===== src/rtl/sdio_rdwait_pkg.sv =====
package sdio_rdwait_pkg;
   typedef enum logic [2:0] {
      RW_IDLE = 3'd0,
      RW_WAIT = 3'd1,
      RW_LEAD = 3'd2,
      RW_HOLD = 3'd3,
      RW_TAIL = 3'd4,
      RW_REL  = 3'd5
   } rw_state_t;
endpackage


===== src/rtl/rdwait_gate.sv =====
module rdwait_gate #(
   parameter bit HOLD_UNTIL_CRC = 1'b1
) (
   input  logic clk,
   input  logic rst,
   input  logic dpath_en,
   input  logic sdio_mode_en,
   input  logic rw_start,
   input  logic rw_stop,
   input  logic clkstop_sel,
   input  logic dir_to_host,
   input  logic blk_busy,
   input  logic crc_done,
   output logic busy_hold,
   output logic may_start
);
   generate
      if (HOLD_UNTIL_CRC) begin : g_crc
         logic in_block_q;
         always_ff @(posedge clk) begin
            if (rst)           in_block_q <= 1'b0;
            else if (crc_done) in_block_q <= 1'b0;
            else if (blk_busy) in_block_q <= 1'b1;
         end
         assign busy_hold = blk_busy | in_block_q;

         // once a block begins, the hold stays until a CRC pulse
         p_hold_until_crc_r5: assert property (@(posedge clk) disable iff (rst)
            (blk_busy && !crc_done) |=> busy_hold);
      end else begin : g_level
         assign busy_hold = blk_busy;
      end
   endgenerate

   assign may_start = dpath_en & sdio_mode_en & rw_start & ~rw_stop &
                      ~clkstop_sel & dir_to_host & ~busy_hold;
endmodule


===== src/rtl/rdwait_tick_cnt.sv =====
module rdwait_tick_cnt #(
   parameter int W = 2
) (
   input  logic         clk,
   input  logic         rst,
   input  logic         clr,
   input  logic         adv,
   output logic [W-1:0] count
);
   generate
      if (W < 1) begin : g_bad_w
         $error("rdwait_tick_cnt: W must be at least 1");
      end
   endgenerate

   always_ff @(posedge clk) begin
      if (rst || clr) count <= '0;
      else if (adv)   count <= count + 1'b1;
   end
endmodule


===== src/rtl/rdwait_fsm.sv =====
module rdwait_fsm
   import sdio_rdwait_pkg::*;
#(
   parameter int LEAD_TICKS    = 2,
   parameter int TAIL_TICKS    = 2,
   parameter int RELEASE_TICKS = 1,
   parameter int CNT_W         = 2
) (
   input  logic             clk,
   input  logic             rst,
   input  logic             tick,
   input  logic             dpath_en,
   input  logic             dir_to_host,
   input  logic             may_start,
   input  logic             rw_stop,
   input  logic [CNT_W-1:0] cnt,
   output logic             cnt_clr,
   output logic             cnt_adv,
   output rw_state_t        state_q
);
   localparam logic [CNT_W-1:0] LEAD_LAST = CNT_W'(LEAD_TICKS - 1);
   localparam logic [CNT_W-1:0] TAIL_LAST = CNT_W'(TAIL_TICKS - 1);
   localparam logic [CNT_W-1:0] REL_LAST  = CNT_W'(RELEASE_TICKS - 1);

   rw_state_t state_d;

   always_comb begin
      state_d = state_q;
      if (tick) begin
         unique case (state_q)
            RW_IDLE: begin
               if (may_start)                     state_d = RW_LEAD;
               else if (dpath_en && dir_to_host)  state_d = RW_WAIT;
            end
            RW_WAIT: begin
               if (!dpath_en)      state_d = RW_IDLE;
               else if (may_start) state_d = RW_LEAD;
            end
            RW_LEAD: begin
               if (!dpath_en)             state_d = RW_IDLE;
               else if (cnt == LEAD_LAST) state_d = RW_HOLD;
            end
            RW_HOLD: begin
               if (!dpath_en)    state_d = RW_IDLE;
               else if (rw_stop) state_d = RW_TAIL;
            end
            RW_TAIL: begin
               if (!dpath_en)             state_d = RW_IDLE;
               else if (cnt == TAIL_LAST) state_d = RW_REL;
            end
            RW_REL: begin
               if (!dpath_en)            state_d = RW_IDLE;
               else if (cnt == REL_LAST) state_d = RW_WAIT;
            end
            default: state_d = RW_IDLE;
         endcase
      end
   end

   assign cnt_clr = (state_d != state_q);
   assign cnt_adv = tick && !cnt_clr &&
                    (state_q == RW_LEAD || state_q == RW_TAIL || state_q == RW_REL);

   always_ff @(posedge clk) begin
      if (rst) state_q <= RW_IDLE;
      else     state_q <= state_d;
   end

   // no state movement between card clock ticks
   p_stable_no_tick_r8: assert property (@(posedge clk) disable iff (rst)
      !tick |=> $stable(state_q));

   // the low phase only ends through the tail when the data path stays on
   p_hold_exit_r3: assert property (@(posedge clk) disable iff (rst)
      (state_q == RW_HOLD && tick && dpath_en && rw_stop) |=> state_q == RW_TAIL);

   // release always returns to waiting for data
   p_rel_to_wait_r4: assert property (@(posedge clk) disable iff (rst)
      (state_q == RW_REL && $changed(state_q) == 1'b0 && state_d != RW_REL && dpath_en)
      |=> state_q == RW_WAIT);
endmodule


===== src/rtl/sdio_rdwait_ctrl.sv =====
module sdio_rdwait_ctrl
   import sdio_rdwait_pkg::*;
#(
   parameter int LEAD_TICKS     = 2,
   parameter int TAIL_TICKS     = 2,
   parameter int RELEASE_TICKS  = 1,
   parameter bit HOLD_UNTIL_CRC = 1'b1
) (
   input  logic clk,
   input  logic rst,
   input  logic clk_en,
   input  logic dpath_en,
   input  logic sdio_mode_en,
   input  logic rw_start,
   input  logic rw_stop,
   input  logic clkstop_sel,
   input  logic dir_to_host,
   input  logic blk_busy,
   input  logic crc_done,
   output logic d2_out,
   output logic d2_oe,
   output logic irq_window
);
   localparam int MAX_TICKS = (LEAD_TICKS > TAIL_TICKS) ?
      ((LEAD_TICKS > RELEASE_TICKS) ? LEAD_TICKS : RELEASE_TICKS) :
      ((TAIL_TICKS > RELEASE_TICKS) ? TAIL_TICKS : RELEASE_TICKS);
   localparam int CNT_W = $clog2(MAX_TICKS + 1);

   generate
      if (LEAD_TICKS < 1 || TAIL_TICKS < 1 || RELEASE_TICKS < 1) begin : g_bad_ticks
         $error("sdio_rdwait_ctrl: every tick count must be at least 1");
      end
      if (MAX_TICKS > 255) begin : g_big_ticks
         $error("sdio_rdwait_ctrl: tick counts above 255 are not supported");
      end
   endgenerate

   logic             may_start;
   logic             busy_hold;
   logic             cnt_clr;
   logic             cnt_adv;
   logic [CNT_W-1:0] cnt;
   rw_state_t        state_q;

   rdwait_gate #(.HOLD_UNTIL_CRC(HOLD_UNTIL_CRC)) u_gate (
      .clk          (clk),
      .rst          (rst),
      .dpath_en     (dpath_en),
      .sdio_mode_en (sdio_mode_en),
      .rw_start     (rw_start),
      .rw_stop      (rw_stop),
      .clkstop_sel  (clkstop_sel),
      .dir_to_host  (dir_to_host),
      .blk_busy     (blk_busy),
      .crc_done     (crc_done),
      .busy_hold    (busy_hold),
      .may_start    (may_start)
   );

   rdwait_tick_cnt #(.W(CNT_W)) u_cnt (
      .clk   (clk),
      .rst   (rst),
      .clr   (cnt_clr),
      .adv   (cnt_adv),
      .count (cnt)
   );

   rdwait_fsm #(
      .LEAD_TICKS    (LEAD_TICKS),
      .TAIL_TICKS    (TAIL_TICKS),
      .RELEASE_TICKS (RELEASE_TICKS),
      .CNT_W         (CNT_W)
   ) u_fsm (
      .clk         (clk),
      .rst         (rst),
      .tick        (clk_en),
      .dpath_en    (dpath_en),
      .dir_to_host (dir_to_host),
      .may_start   (may_start),
      .rw_stop     (rw_stop),
      .cnt         (cnt),
      .cnt_clr     (cnt_clr),
      .cnt_adv     (cnt_adv),
      .state_q     (state_q)
   );

   assign d2_oe      = (state_q == RW_HOLD) || (state_q == RW_TAIL) || (state_q == RW_REL);
   assign d2_out     = (state_q == RW_REL);
   assign irq_window = (state_q == RW_LEAD) || d2_oe;

   // reset releases the line and closes the window
   p_reset_release_r9: assert property (@(posedge clk)
      rst |=> (!d2_oe && !irq_window));

   // a window opens only under the full set of entry conditions
   p_entry_cond_r1: assert property (@(posedge clk) disable iff (rst)
      $rose(irq_window) |-> $past(dpath_en && sdio_mode_en && rw_start && !rw_stop &&
                                  !clkstop_sel && dir_to_host && clk_en));

   // no window opens while a block is still arriving
   p_no_open_in_block_r5: assert property (@(posedge clk) disable iff (rst)
      $rose(irq_window) |-> $past(!blk_busy));

   // the high level always follows a low level
   p_high_after_low_r3: assert property (@(posedge clk) disable iff (rst)
      $rose(d2_out) |-> $past(d2_oe && !d2_out));

   // a tick with the data path off releases D2
   p_disable_release_r10: assert property (@(posedge clk) disable iff (rst)
      (clk_en && !dpath_en) |=> (!d2_oe && !irq_window));

   // D2 is never driven before the lead-in has run
   p_lead_before_low_r2: assert property (@(posedge clk) disable iff (rst)
      $rose(d2_oe) |-> $past(irq_window && !d2_oe));

   generate
      if (RELEASE_TICKS == 1) begin : g_single_release
         // a single-tick high pulse is followed by a released line
         p_release_single_r4: assert property (@(posedge clk) disable iff (rst)
            (d2_out && clk_en) |=> !d2_oe);
      end
   endgenerate
endmodule


===== config.mk =====
export PLATFORM = sky130hd
export DESIGN_NAME = sdio_rdwait_ctrl
export DESIGN_NICKNAME = d
export VERILOG_FILES = /design/src/rtl/sdio_rdwait_pkg.sv /design/src/rtl/rdwait_gate.sv /design/src/rtl/rdwait_tick_cnt.sv /design/src/rtl/rdwait_fsm.sv /design/src/rtl/sdio_rdwait_ctrl.sv
export SDC_FILE = /design/constraint.sdc
export NUM_CORES = 1
export LEC_CHECK = 0
export ABC_AREA = 1
export BUFFER_PORTS_ARGS = -buffer_cell sky130_fd_sc_hd__clkbuf_2
export CORE_MARGIN = 2
export CORE_UTILIZATION = 35
export CTS_CLUSTER_SIZE = 12
export DETAILED_ROUTE_END_ITERATION = 8
export GPL_TIMING_DRIVEN = 0
export RECOVER_POWER = 25
export SLEW_MARGIN = 5
export SYNTH_ARGS = -nofsm -noshare
export SYNTH_HDL_FRONTEND = slang
export SYNTH_HIERARCHICAL = 1
export SYNTH_SLANG_ARGS = --single-unit

===== constraint.sdc =====
create_clock -name clk -period 1.8 [get_ports clk]
set_input_delay 0.18 -clock clk [delete_from_list [all_inputs] [get_ports clk]]
set_output_delay 0.18 -clock clk [all_outputs]
set_load 0.01 [all_outputs]

Yosys cells after proc, flatten, opt, wreduce, memory -nomap -nowiden
Index checks and enable logic that the tools add are counted.

Register bits after elaboration: 6. Input port bits: 11. Output and inout port bits: 3.

Add/sub/neg operators: 1. Eq/ne operators: 7. Mux-type cells: 14. Bitwise gates (word level): 10. Reduce and logical (&&, ||, !) cells: 13.

Operators with widths (number): 2-to-1 mux 3 bit (13); one-hot mux 3 bit (6 select lines) (1); AND 1 bit (6); == test 3 x 2 -> 1 bit, second input constant (2); == test 3 bit, second input constant (2); logical OR 1 bit (6); == test 3 x 1 -> 1 bit, second input constant (1); logical AND 1 bit (3); logical NOT 3 bit (1); != test 3 bit (1); inverter 1 bit (3); adder 2 x 1 -> 2 bit, second input constant (1); == test 2 x 1 -> 1 bit, second input constant (1); logical NOT 2 bit (1); OR reduction 2 bit (1); logical NOT 1 bit (1); OR 1 bit (1).

Depth between registers and ports, before layout
Word-level depth: 14. Gate-level depth with buffers: 17. Depth with buffers taken out: 17.

By module
The synthesis kept the hierarchy.

Modules (own cells, without submodules): rdwait_fsm (times used 1, cells an instance 65, area each 359.1 um^2, seq. area each 60.1 um^2); rdwait_tick_cnt (times used 1, cells an instance 14, area each 97.6 um^2, seq. area each 40.0 um^2); rdwait_gate (times used 1, cells an instance 12, area each 65.1 um^2, seq. area each 20.0 um^2); sdio_rdwait_ctrl (times used 1, cells an instance 9, area each 40.0 um^2, seq. area each 0.0 um^2).

Least setup slack after synthesis
No wires, ideal clock.

Path kind: reg2reg. From: register u_gate.g_crc.in_block_q. To: register u_cnt.count[1]. Setup time: 115 ps. Data arrival time: 1464 ps. Required time: 1685 ps. Path slack: 221 ps. Cell stages (with the launch flop): 15. Path buffers: 0. Period minus slack after synthesis: 1579 ps. Cell sequence: dfxtp_1 nor2_2 nand2_1 nor2_1 o21ai_0 o21ai_0 inv_1 nand4_1 nand2_1 inv_1 nand3_2 nor2_2 nand3_1 nand2_1 nor2_1.

Word-level cells in the longest chain between the ends: 11. Elaborated cells between the ends (all ways): 13. Those cells by class: 1 x eq/ne; 5 x mux; 3 x bitwise; 4 x reduce/logical.

RTL lines: start, declared (line rdwait_gate.sv:19) `logic in_block_q;`; start signal, assigned (line rdwait_gate.sv:21) `if (rst) in_block_q <= 1'b0;`; start signal, assigned (line rdwait_gate.sv:22) `else if (crc_done) in_block_q <= 1'b0;`; start signal, assigned (line rdwait_gate.sv:23) `else if (blk_busy) in_block_q <= 1'b1;`; OR 1 bit (*) (line rdwait_gate.sv:25) `assign busy_hold = blk_busy | in_block_q;`; inverter 1 bit (*) (line rdwait_gate.sv:36) `~clkstop_sel & dir_to_host & ~busy_hold;`; AND 1 bit (*) (line rdwait_gate.sv:36); via may_start (line sdio_rdwait_ctrl.sv:38) `logic may_start;`; 2-to-1 mux 3 bit (line rdwait_fsm.sv:37) `else if (may_start) state_d = RW_LEAD;`; 2-to-1 mux 3 bit (line rdwait_fsm.sv:36) `if (!dpath_en) state_d = RW_IDLE;`; one-hot mux 3 bit (6 select lines) (*) (line rdwait_fsm.sv:30) `unique case (state_q)`; 2-to-1 mux 3 bit (*) (line rdwait_fsm.sv:29) `if (tick) begin`; != test 3 bit (*) (line rdwait_fsm.sv:60) `assign cnt_clr = (state_d != state_q);`; via cnt_clr (line sdio_rdwait_ctrl.sv:40) `logic cnt_clr;`; logical NOT 1 bit (*) (line rdwait_fsm.sv:61) `assign cnt_adv = tick && !cnt_clr &&`; logical AND 1 bit (*) (2 in a row) (line rdwait_fsm.sv:61); via cnt_adv (line sdio_rdwait_ctrl.sv:41) `logic cnt_adv;`; end signal, assigned (line rdwait_tick_cnt.sv:18) `else if (adv) count <= count + 1'b1;`; end, declared (line rdwait_tick_cnt.sv:8) `output logic [W-1:0] count`.

Mark *: on every way through the listed nets, which the timed path passes. The rest lies on a longest branch. A chain may end at the register's enable or synchronous reset.

Final worst setup path
From: register u_fsm.state_q[2]. To: register u_cnt.count[1].

Word-level cells in the longest chain between the ends: 8. Elaborated cells between the ends (all ways): 27. Those cells by class: 6 x eq/ne; 14 x mux; 7 x reduce/logical.

RTL lines: start, declared (line rdwait_fsm.sv:19) `output rw_state_t state_q`; start signal, assigned (line rdwait_fsm.sv:66) `else state_q <= state_d;`; 2-to-1 mux 3 bit, or another cell as far along (line rdwait_fsm.sv:53) `else if (cnt == REL_LAST) state_d = RW_WAIT;`; 2-to-1 mux 3 bit, or another cell as far along (line rdwait_fsm.sv:52) `if (!dpath_en) state_d = RW_IDLE;`; one-hot mux 3 bit (6 select lines) (line rdwait_fsm.sv:30); 2-to-1 mux 3 bit (line rdwait_fsm.sv:29); != test 3 bit (*) (line rdwait_fsm.sv:60); via cnt_clr (line sdio_rdwait_ctrl.sv:40); logical NOT 1 bit (*) (line rdwait_fsm.sv:61); logical AND 1 bit (*) (2 in a row) (line rdwait_fsm.sv:61); via cnt_adv (line sdio_rdwait_ctrl.sv:41).

Marked as above.

==> flow_summary.json <==
{
  "dieArea_mm2": 0.001930,
  "cp.arrival_ns": 1.78,
  "dp.cells": 128,
  "dp.final_hpwl_um": 936.3,
  "clock_path_buffers": 2,
  "port_buffers": 13,
  "cts_tree": "built",
  "antenna_cells": 0,
  "syn_to_final_growth_pct": 28.25,
  "r2r-end": "u_cnt/count[1]$_SDFFE_PP0P_",
  "wirelength_um": 1259,
  "r2r_slack_ns": 0.15,
  "ys_warn_count": 6,
  "final_layout_size_suffix_gt1_share_pct": 35.34,
  "vdd_drop_max_uv": 339.5,
  "slowest_stage": "dfxtp_4",
  "track_usage_pct": 15.38,
  "avgViaCountPerCell": 4.795,
  "min_from": "crc_done",
  "drt-initial-drc-count": 11,
  "cp_cell_sequence": "inv_2 -> o21ai_1 -> nor2_1 -> nand2_1 -> nand2_2 -> nand2_1 -> nand2_1 -> inv_1 -> nand3_4 -> nor2_4 -> nand3_2 -> nand2_1 -> nor2_1",
  "clk_pin_slew_ns": 0.04,
  "hold_viol_final": 0,
  "routabilityCongestion": 0.8471,
  "path_class": "reg -> reg",
  "die_height_um": 43.93,
  "cts_hold_buf": 0,
  "antenna_found_initial": 0,
  "critical_path.max_stage_delay_ns": 0.39,
  "cp-start-kind": "flop",
  "cts_inserted_buffers": 3,
  "stdcell_count": 132,
  "clk_latency_ns": 0.24,
  "drv_cap": 0,
  "holdWs_ns": 0.1010,
  "ant_nets": 0,
  "syn_avg_cell_area_um2": 5.637,
  "critPathMaxFanout": 8,
  "tightestPinTransition_ns": 0.3554,
  "power_density_mw_per_mm2": 485.1,
  "ios": 14,
  "grt_first_pass_wirelength_um": 2139,
  "cts_root_buf": "clkbuf_4",
  "vias": 633,
  "post_drt_wl_per_cell_um": 9.538,
  "drc_errors": 0,
  "min_to": "u_gate/g_crc.in_block_q$_SDFFE_PP0P_",
  "start_util_pct": 37.04,
  "drt-pass1-iter-count": 4,
  "htreeDepth": 1,
  "period_share_pct": 91.44,
  "rows": 14,
  "p_leak_nw": 0.3736,
  "synthCells": 99,
  "relSlewSlack_pct": 76.06,
  "grt_overflow": 0,
  "grt_max_degree": 10,
  "worstPathRequired_ns": 1.93,
  "clock.fmax_ghz": 0.6075,
  "cts.sinks": 6,
  "cp_common_cell": "nand2_1",
  "reg2reg_from": "u_fsm/state_q[2]$_SDFF_PP0_",
  "whs_path_depth": 2,
  "synth_area_um2": 558.0,
  "fp.dieW_um": 43.93,
  "critPathCaptureType": "flop",
  "core-area_mm2": 0.001506,
  "fin_skew_ns": 0.002724,
  "finalSetupViolations": 0,
  "hold_class": "in -> reg",
  "grt_pass1_vias": 566,
  "min_period_ns": 1.646,
  "r2r_cells": 13,
  "syn-num-nets": 110,
  "status": "complete, no violations",
  "layout.nets": 129,
  "rsz0062_at_grt": "yes",
  "slew_violations": 0
}
[where the power goes]
group | total (mW) | switching (mW) | internal (mW)
combinational | 0.0850 | 0.0500 | 0.0350
clock | 0.118 | 0.0428 | 0.0750
sequential | 0.144 | 0.00872 | 0.136
total | 0.347 | 0.102 | 0.246
[worst max path at each step]
stage,endpoint,slack (ns),from
floorplan,u_cnt/count[1]$_SDFFE_PP0P_,0.22,u_fsm/state_q[1]$_SDFF_PP0_
global placement,u_cnt/count[1]$_SDFFE_PP0P_,0.02,u_fsm/state_q[1]$_SDFF_PP0_
detailed placement,u_cnt/count[1]$_SDFFE_PP0P_,0.03,u_fsm/state_q[2]$_SDFF_PP0_
CTS,u_cnt/count[1]$_SDFFE_PP0P_,0.02,u_fsm/state_q[2]$_SDFF_PP0_
global route,u_cnt/count[0]$_SDFFE_PP0P_,-0.02,u_gate/g_crc.in_block_q$_SDFFE_PP0P_
finish,u_cnt/count[1]$_SDFFE_PP0P_,0.15,u_fsm/state_q[2]$_SDFF_PP0_
[area by class of cell]
cell class,instances,area (um^2)
fill,158,790.8
multi-input combinational,73,391.6
sequential,6,131.4
inverter,20,77.57
timing repair buffer,14,72.57
clock buffer,3,22.52
tap,16,20.02
[stage by stage]
step | total power, mW | setup WS [ns] | cell area (um^2) | util (%) | TNS [ns]
6_report | 0.3472 | 0.1540 | 715.7 | 47.51 | 0
2_1_floorplan | 0.1956 | 0.2238 | 558.0 | - | 0
5_1_grt | 0.3796 | -0.02473 | 715.7 | 47.51 | -0.02473
4_1_cts | 0.3489 | 0.01951 | 665.6 | 44.19 | 0
3_5_place_dp | 0.2231 | 0.02823 | 643.1 | 42.69 | 0
3_3_place_gp | 0.2230 | 0.02008 | 643.1 | 42.69 | 0
[placed cells by master (no fill, tap or decap)]
cell type and n:
nand2_1 24, o21ai_1 3, nand4_1 3, a22oi_1 1, a211oi_1 1, nand2_2 3, o21ai_0 3, nor2_2 5
nor3_1 2, nand3_4 1, clkbuf_4 3, inv_2 4, o21bai_1 1, o211ai_1 1, dfxtp_1 3, nor2_4 2
dfxtp_4 3, buf_4 1, nor2_1 10, nand3_1 8, inv_4 1, or2_2 1, nand3_2 3, a21oi_2 1
inv_1 15, clkbuf_2 13
[metal layers]
metal  GRT usage (%)  vias to the layer above  wire length [um]
met5               0                        -                 0
met4           13.94                        0                15
met3           2.917                        2                53
met2           22.35                       13               550
met1           18.89                      268               639
li1                -                      350                 -
[registers in the layout, indices dropped and copies added (netlist names)]
name,cells
u_cnt/count,2
u_fsm/state_q,3
u_gate/g_crc.in_block_q,1
[critical path: cells and delay by family (launching register included)]
kind / cells / cell delay, ns
flip-flops: 1 / 0.39
AO/OA/AOI/OAI: 1 / 0.19
AND/OR/NAND/NOR: 10 / 0.78
buffers and inverters: 2 / 0.17
[what timing repair did]
item,in CTS,in global routing
hold endpoints to repair,0,0
gates resized for setup,0,16
setup endpoints to repair,0,2
buffers inserted,0,1
No activity file was read; power rests on OpenSTA's default activity.
